[config.mk]
export PLATFORM = sky130hd
export DESIGN_NAME = irq_level_agg
export DESIGN_NICKNAME = d
export VERILOG_FILES = /design/src/rtl/irq_level_pkg.sv /design/src/rtl/irq_pending.sv /design/src/rtl/irq_prio_resolve.sv /design/src/rtl/irq_reg_file.sv /design/src/rtl/irq_level_agg.sv
export SDC_FILE = /design/constraint.sdc
export NUM_CORES = 1
export LEC_CHECK = 0
export ABC_AREA = 1
export BUFFER_PORTS_ARGS = -buffer_cell sky130_fd_sc_hd__buf_2
export CAP_MARGIN = 15
export CORE_MARGIN = 5
export CORE_UTILIZATION = 50
export CTS_CLUSTER_SIZE = 40
export DETAILED_ROUTE_END_ITERATION = 6
export PLACE_DENSITY = 0.78
export SYNTH_ARGS = -nofsm -noshare
export SYNTH_HDL_FRONTEND = slang
export SYNTH_SLANG_ARGS = --single-unit
[constraint.sdc]
create_clock -name clk_i -period 1.5 [get_ports clk_i]
set_input_delay 0.225 -clock clk_i [delete_from_list [all_inputs] [get_ports clk_i]]
set_output_delay 0.225 -clock clk_i [all_outputs]
set_load 0.02 [all_outputs]
[src/rtl/irq_level_pkg.sv]
package irq_level_pkg;
  parameter int NUM_SRC = 13;
  parameter int DATA_W  = 16;
  parameter int ADDR_W  = 6;
  parameter int LVL_W   = 4;
  localparam int BIT_W  = $clog2(DATA_W);

  localparam logic [ADDR_W-1:0] OFS_MASK = 6'h00;
  localparam logic [ADDR_W-1:0] OFS_PWR  = 6'h30;
  localparam logic [ADDR_W-1:0] OFS_VER  = 6'h32;
  localparam logic [ADDR_W-1:0] OFS_GPO  = 6'h36;
  localparam logic [DATA_W-1:0] VERSION_WORD = 16'h0010;

  // pending/mask bit owned by each source (source index = priority level)
  function automatic logic [BIT_W-1:0] src_bit(input int idx);
    case (idx)
      0:  return BIT_W'(11);
      1:  return BIT_W'(9);
      2:  return BIT_W'(8);
      3:  return BIT_W'(12);
      4:  return BIT_W'(10);
      5:  return BIT_W'(6);
      6:  return BIT_W'(5);
      7:  return BIT_W'(4);
      8:  return BIT_W'(7);
      9:  return BIT_W'(14);
      10: return BIT_W'(13);
      11: return BIT_W'(0);
      12: return BIT_W'(15);
      default: return BIT_W'(1);
    endcase
  endfunction
endpackage

[src/rtl/irq_pending.sv]
module irq_pending
  import irq_level_pkg::*;
#(
  parameter int N_SRC = NUM_SRC,
  parameter int W     = DATA_W
) (
  input  logic             clk_i,
  input  logic             rst_i,
  input  logic [N_SRC-1:0] req_i,
  output logic [W-1:0]     pend_o
);
  logic [W-1:0] pend_d;
  logic [W-1:0] pend_q;

  always_comb begin
    pend_d = '0;
    for (int i = 0; i < N_SRC; i++) begin
      pend_d[src_bit(i)] = req_i[i];
    end
  end

  always_ff @(posedge clk_i) begin
    if (rst_i) pend_q <= '0;
    else       pend_q <= pend_d;
  end

  assign pend_o = pend_q;
endmodule

[src/rtl/irq_prio_resolve.sv]
module irq_prio_resolve
  import irq_level_pkg::*;
#(
  parameter int N_SRC = NUM_SRC,
  parameter int W     = DATA_W,
  parameter int LW    = LVL_W
) (
  input  logic [W-1:0]  pend_i,
  input  logic [W-1:0]  mask_i,
  output logic [LW-1:0] lvl_o
);
  logic [W-1:0]     qual;
  logic [N_SRC-1:0] hit;
  logic             qual_unused;

  assign qual = pend_i & mask_i;
  assign qual_unused = ^qual;

  for (genvar g = 0; g < N_SRC; g++) begin : g_hit
    assign hit[g] = qual[src_bit(g)];
  end

  // lowest level wins: scan from the top so the last match is the smallest
  always_comb begin
    lvl_o = '1;
    for (int i = N_SRC - 1; i >= 0; i--) begin
      if (hit[i]) lvl_o = LW'(i);
    end
  end
endmodule

[src/rtl/irq_reg_file.sv]
module irq_reg_file
  import irq_level_pkg::*;
#(
  parameter int W  = DATA_W,
  parameter int AW = ADDR_W
) (
  input  logic          clk_i,
  input  logic          rst_i,
  input  logic          valid_i,
  input  logic          write_i,
  input  logic [AW-1:0] addr_i,
  input  logic [W-1:0]  wdata_i,
  output logic [W-1:0]  rdata_o,
  output logic [W-1:0]  mask_o,
  output logic [W-1:0]  gpo_o,
  output logic          shdn_o
);
  logic [W-1:0] mask_q, gpo_q, rdata_q, rd_val;
  logic         shdn_q;
  logic         wr, rd;

  assign wr = valid_i & write_i;
  assign rd = valid_i & ~write_i;

  // exact match on the full byte offset: odd offsets never hit a register
  always_comb begin
    case (addr_i)
      AW'(OFS_MASK): rd_val = mask_q;
      AW'(OFS_GPO):  rd_val = gpo_q;
      AW'(OFS_VER):  rd_val = W'(VERSION_WORD);
      default:       rd_val = '0;
    endcase
  end

  always_ff @(posedge clk_i) begin
    if (rst_i) begin
      mask_q  <= '0;
      gpo_q   <= '0;
      rdata_q <= '0;
      shdn_q  <= 1'b0;
    end else begin
      shdn_q <= wr && (addr_i == AW'(OFS_PWR)) && wdata_i[0];
      if (wr && addr_i == AW'(OFS_MASK)) mask_q <= wdata_i;
      if (wr && addr_i == AW'(OFS_GPO))  gpo_q  <= wdata_i;
      if (rd) rdata_q <= rd_val;
    end
  end

  assign rdata_o = rdata_q;
  assign mask_o  = mask_q;
  assign gpo_o   = gpo_q;
  assign shdn_o  = shdn_q;
endmodule

[src/rtl/irq_level_agg.sv]
module irq_level_agg
  import irq_level_pkg::*;
#(
  parameter int N_SRC = NUM_SRC,
  parameter int W     = DATA_W,
  parameter int AW    = ADDR_W,
  parameter int LW    = LVL_W
) (
  input  logic             clk_i,
  input  logic             rst_i,
  input  logic [N_SRC-1:0] req_i,
  input  logic             bus_valid_i,
  input  logic             bus_write_i,
  input  logic [AW-1:0]    bus_addr_i,
  input  logic [W-1:0]     bus_wdata_i,
  output logic [W-1:0]     bus_rdata_o,
  output logic [W-1:0]     gpo_o,
  output logic             shutdown_o,
  output logic [LW-1:0]    irl_o
);
  logic [W-1:0]  pend_q;
  logic [W-1:0]  mask_q;
  logic [LW-1:0] lvl;

  irq_pending #(.N_SRC(N_SRC), .W(W)) u_pend (
    .clk_i (clk_i),
    .rst_i (rst_i),
    .req_i (req_i),
    .pend_o(pend_q)
  );

  irq_reg_file #(.W(W), .AW(AW)) u_regs (
    .clk_i  (clk_i),
    .rst_i  (rst_i),
    .valid_i(bus_valid_i),
    .write_i(bus_write_i),
    .addr_i (bus_addr_i),
    .wdata_i(bus_wdata_i),
    .rdata_o(bus_rdata_o),
    .mask_o (mask_q),
    .gpo_o  (gpo_o),
    .shdn_o (shutdown_o)
  );

  irq_prio_resolve #(.N_SRC(N_SRC), .W(W), .LW(LW)) u_res (
    .pend_i(pend_q),
    .mask_i(mask_q),
    .lvl_o (lvl)
  );

  // driven only from registered state, so no input-to-output path
  assign irl_o = lvl ^ {LW{1'b1}};
endmodule

==> results.yml, run 1 <==
status:
  status: "finished, violations left"
  violations: "negative setup slack"
setup_path:
  crit_top_cell: "nand2_1"
  r2r_setup_slack_ns: 0.59
  crit_fanout: 3
  cp_cell_sequence: "nand2_1 -> inv_1 -> nand2_1 -> nand2_1 -> nand2_1 -> nand2_1 -> nand2_1 -> nand2_1 -> nand2_1 -> nand2_1 -> nand2_1 -> nand2_1 -> nand2_1 -> nand2_1 -> buf_6"
  crit_path_max_incr_delay_ns: 0.34
  critPathLaunch: "u_regs.mask_o[15]"
  critical_path.endpoint_type: "output pin"
  criticalPathCategory: "register to output pin"
  r2r-start: "u_regs.mask_o[6]"
  required_ns: 1.27
  start_kind: "register"
  r2r_end: "u_regs.rdata_o[6]"
  cp_slowest_cell: "dfxtp_2"
  critPathArrivalTime_ns: 1.46
  reg2regPathDepth: 4
pwr:
  vdd_drop_max_uv: 695
  pwr-share-clk: 0.409
  leakage_nw: 1.50
  switchingPower_w: 0.000721
  power.density_mw_per_mm2: 999
  comb_power_share: 0.054
  swShare: 0.231
  p_total_w: 0.00313
  seqPwrFrac: 0.536
  p_int_w: 0.00241
logic_synthesis:
  synth_area_mm2: 0.00250
  synth-main-ff-cell: "dfxtp_1"
  synthDistinctLibCells: 25
  syn-num-nets: 380
  yosysWarnings: 0
  ys_seq_elements: 62
  syn_inst: 341
  synth_edf_count: 0
  async_flop_share: 0
  synth_area_per_cell_um2: 7.33
  yosysSeqAreaShare: 0.496
final_layout:
  layout_commonest_cell: "nand2_1"
  instances_no_fill: 490
  final_area_mm2: 0.00313
  final_cell_mix: "78 x nand2_1, 72 x buf_2, 60 x dfxtp_1, 45 x nor2_1, 37 x inv_1"
  antenna_cells: 0
  layout-drive-gt1-share: 0.274
  area_growth_pct: 25.2
  regArea_mm2: 0.00124
  multi_input_area_mm2: 0.00104
  fin_util: 0.654
  fillers: 428
  nets: 458
grt:
  grt_antenna_before_repair: 0
  grt_usage: 0.201
  grt_pass1_wl_mm: 10.1
  grt_max_degree: 31
  grt-ovfl-total: 0
  grt_pass1_vias: 2235
routing:
  drt_iter0_drc: 194
  via_per_inst: 4.76
  vias: 2334
  wl_per_cell_um: 12.5
  wirelength_mm: 6.14
  drc: 0
  dr.pass1.iters: 4
  ant_nets: 0
clock_network:
  clock_path_buffers: 2
  cts_buffers: 9
  post_cts_buffers: 0
  h-tree-depth: 3
  cts_tree: "done"
  clk_latency_ns: 0.33
  cts_root_buf: "clkbuf_8"
  cts.sinks: 62
  cts.clk_slew.worst_paths_ns: 0.06
floorplan:
  initial_core_util: 0.522
  core_area_mm2: 0.00479
  num_rows: 25
  ios: 76
  dieArea_mm2: 0.00651
  dieHeight_um: 80.7
  die_w_um: 80.7
sta:
  holdWs_ns: 0.0975
  tightestPinTransition_ns: 0.434
  period_share: 1.12
  finalHoldViolations: 0
  slew_viol_final: 0
  fin_ws_ns: -0.183
  max_freq_mhz: 594
  setup_viol: 2
  relSlewSlack: 0.710
  grt_setup_unrepaired: "true"
  finalClockSkew_ns: 0.00703
  finalCriticalPeriod_ns: 1.68
min_path:
  hp-start: "req_i[2]"
  hold_path_class: "primary input to register"
  min_to: "u_pend.pend_o[8]"
  holdPathStages: 3
place:
  place_congestion: 0.896
  dp_hpwl_mm: 4.60
  port-buffer-count: 75
  postPlaceCellArea_mm2: 0.00292
  placed_cells: 475
job:
  max_cap_violations: 0
[repair_timing]
action | CTS | global route
pin swaps | 2 | 3
setup endpoints to repair | 2 | 3
hold buffers | 0 | 0
gates resized for setup | 7 | 7
[metrics by stage]
step	worst slack, ns	setup TNS (ns)
finish	-0.183	-0.320
global route	-0.392	-0.662
CTS	-0.200	-0.380
detailed placement	0.101	0
global placement	0.128	0
floorplan	0.248	0
[state kept, by name, indices dropped and copies added (netlist names)]
signal and count:
u_regs.rdata_o 16, u_regs.gpo_o 16, u_regs.shdn_o 1, u_pend.pend_o 13, u_regs.mask_o 16
[how the worst max path moves through the flow]
stage	end	slack (ns)	cells after the start
after floorplan	irl_o[0]	0.25	14
final	irl_o[0]	-0.18	15
after detailed placement	u_regs.mask_o[5]	0.10	7
after global routing	irl_o[0]	-0.39	15
after global placement	irl_o[0]	0.13	15
after CTS	irl_o[0]	-0.20	15
[synth_stat cells (2+ instances only)]
master,instances,area (um2)
o21ai_1,13,65.1
nand2_1,81,304
buf_2,3,15.0
inv_2,3,11.3
dfxtp_1,62,1240
o21ai_0,32,160
clkbuf_1,6,22.5
nor2_1,47,176
buf_6,3,33.8
nor2_4,2,22.5
nor2_2,4,25.0
a21oi_1,34,170
o22ai_1,3,18.8
inv_1,37,139
[metal layers]
metal / track usage / part of all wire / up-vias
met4: 0.101 / 0.023 / 0
met1: 0.263 / 0.45 / 1011
met5: 0 / 0 / -
li1: - / - / 1227
met3: 0.0437 / 0.069 / 12
met2: 0.311 / 0.46 / 84
[power by group through the flow]
stage	combinational [W]	clock [W]	sequential, W
2_1_floorplan	0.0000801	0	0.00171
3_3_place_gp	0.000166	0	0.00171
3_5_place_dp	0.000167	0	0.00171
4_1_cts	0.000169	0.00130	0.00168
5_1_grt	0.000189	0.00138	0.00168
6_report	0.000170	0.00128	0.00168
[cells by family after synthesis]
group	count (synthesis)	share of synthesized area
AND/OR/NAND/NOR	139	0.234
AO/OA/AOI/OAI	85	0.175
buffers and inverters	55	0.0951
flip-flops	62	0.496
[area by class of cell]
class / count / share of cell area
clock buffer: 11 / 0.0484
clock inverter: 4 / 0.00719
inverter: 40 / 0.0480
timing repair buffer: 82 / 0.141
multi-input combinational: 224 / 0.331
sequential: 62 / 0.397
tap: 67 / 0.0268
[critical path: cells and delay by family, from the launching register on]
kind | cells | cell delay, ns
flops | 1 | 0.34
buf+inv | 2 | 0.16
simple gates | 13 | 0.63
No activity file was read; power rests on OpenSTA's default activity.
==> run 2, diff against run 1 <==
RECOVER_POWER = 50   (was default)
TNS_END_PERCENT = 30   (was default)
==> run 2 against run 1 <==
Net effect:
- the flow still finishes with violations (negative setup slack)
- first-iteration DRC count is 1.0% higher
- cell count stayed put
- critical path depth stayed put
- hold slack better by 0.00068 ns
- sequential cell count stayed put
==> results.yml, run 2 (synthesized netlist as in run 1, its figures left out) <==
sta:
  period_share: 1.12
  setup_viol: 2
  finalClockSkew_ns: 0.00776
  finalCriticalPeriod_ns: 1.69
  finalHoldViolations: 0
  max_freq_mhz: 593
  tns_ns: -0.319
  tightestPinTransition_ns: 0.774
  fin_ws_ns: -0.187
  grt_setup_unrepaired: "true"
  relSlewSlack: 0.483
  slew_viol_final: 0
floorplan:
  initial_core_util: 0.522
  core_area_mm2: 0.00479
  dieHeight_um: 80.7
  die_w_um: 80.7
  num_rows: 25
  dieArea_mm2: 0.00651
  ios: 76
final_layout:
  layout-drive-gt1-share: 0.229
  final_area_mm2: 0.00308
  layout_commonest_cell: "nand2_1"
  fin_util: 0.643
  antenna_cells: 0
  nets: 458
  area_growth_pct: 23.0
  final_cell_mix: "80 x nand2_1, 65 x buf_2, 60 x dfxtp_1, 48 x nor2_1, 40 x inv_1"
  fillers: 440
setup_path:
  required_ns: 1.27
  start_kind: "register"
  r2r-start: "u_regs.mask_o[8]"
  critical_path.endpoint_type: "output pin"
  crit_fanout: 3
  critPathArrivalTime_ns: 1.46
  criticalPathCategory: "register to output pin"
  r2r_setup_slack_ns: 0.59
  reg2regPathDepth: 4
  cp-endpoint: "irl_o[0]"
  critPathLaunch: "u_regs.mask_o[15]"
  r2r_end: "u_regs.rdata_o[8]"
grt:
  grt_max_degree: 31
  grt_usage: 0.201
  grt_pass1_wl_mm: 10.1
  grt_pass1_vias: 2235
  grt_antenna_before_repair: 0
  grt-ovfl-total: 0
clock_network:
  cts_hold_buf: 0
  post_cts_buffers: 0
  cts_root_buf: "clkbuf_8"
  cts.sinks: 62
  clk_latency_ns: 0.33
  clock_path_buffers: 2
  cts_buffers: 9
  h-tree-depth: 3
  cts.clk_slew.worst_paths_ns: 0.06
  cts_tree: "done"
status:
  status: "finished, violations left"
  violations: "negative setup slack"
routing:
  dr.pass1.iters: 4
  vias: 2344
  wl_per_cell_um: 12.5
  drc: 0
  via_per_inst: 4.78
  drt_iter0_drc: 196
  ant_nets: 0
  wirelength_mm: 6.12
min_path:
  hold_path_class: "primary input to register"
pwr:
  power.density_mw_per_mm2: 1010
  vdd_drop_max_uv: 659
  leakage_nw: 1.45
place:
  pre_cts_ws_ns: 0.101
  port-buffer-count: 75
  dp_hpwl_mm: 4.60
  postPlaceCellArea_mm2: 0.00292
  place_congestion: 0.896
job:
  max_cap_violations: 0
[run 2: cell count changes in the layout (fill, tap and decap cells not counted), moves of 4 or more]
cell and delta:
buf_2 -7, buf_4 -4, o21ai_0 +6, o21ai_1 -6, clkbuf_1 +10
[run 2: per-stage QoR]
step           cells  total power, W  hold slack, ns
6_report         490         0.00311          0.0981
3_3_place_gp     475         0.00188           0.424
5_1_grt          490         0.00324          0.0900
2_1_floorplan    341         0.00179           0.332
4_1_cts          490         0.00314          0.0902
3_5_place_dp     475         0.00188           0.433
[run 2: critical path: stages (launching register included)]
cell,delay [ns]
dfxtp_2,0.34
nand2_1,0.05
inv_1,0.04
nand2_1,0.05
nand2_1,0.05
nand2_1,0.04
nand2_1,0.05
nand2_1,0.04
nand2_1,0.05
nand2_1,0.05
nand2_1,0.05
nand2_1,0.04
nand2_1,0.05
nand2_1,0.04
nand2_1,0.07
buf_6,0.12
[run 2: where the power goes]
| part | switching, W | internal, W | leakage, nW |
|---|---|---|---|
| clock network | 0.000602 | 0.000671 | 0.0910 |
| logic | 0.0000981 | 0.0000631 | 0.858 |
| registers | 0.00000835 | 0.00167 | 0.504 |
| total | 0.000709 | 0.00240 | 1.45 |
[run 2: repair_timing]
action                                  in CTS  in global routing
gates cloned                                 0                  0
endpoints found under the setup margin       2                  3
pin swaps                                    2                  2
resized for setup                            7                  3
[run 2: metal layers]
| metal | track usage | share of wire |
|---|---|---|
| met1 | 0.263 | 0.44 |
| met2 | 0.311 | 0.47 |
| met3 | 0.0437 | 0.071 |
| met4 | 0.101 | 0.021 |
| met5 | 0 | 0 |
[run 2: worst min-delay path by stage]
stage               slack (ns)  depth (start not counted)       from           endpoint
floorplan                 0.33                          2  req_i[11]   u_pend.pend_o[0]
global placement          0.42                          3   req_i[8]   u_pend.pend_o[7]
detailed placement        0.43                          3   req_i[2]   u_pend.pend_o[8]
CTS                       0.09                          3   req_i[2]   u_pend.pend_o[8]
global route              0.09                          3   req_i[4]  u_pend.pend_o[10]
finish                     0.1                          3   req_i[2]   u_pend.pend_o[8]
[run 2: layout make-up]
type                       instances  area [um2]  share of cell area
inverter                          40         150              0.0488
timing repair buffer              82         420               0.137
multi-input combinational        224        1000               0.326
sequential                        62        1240               0.404
clock buffer                      11         151              0.0492
tap                               67        83.8              0.0273
clock inverter                     4        22.5             0.00732
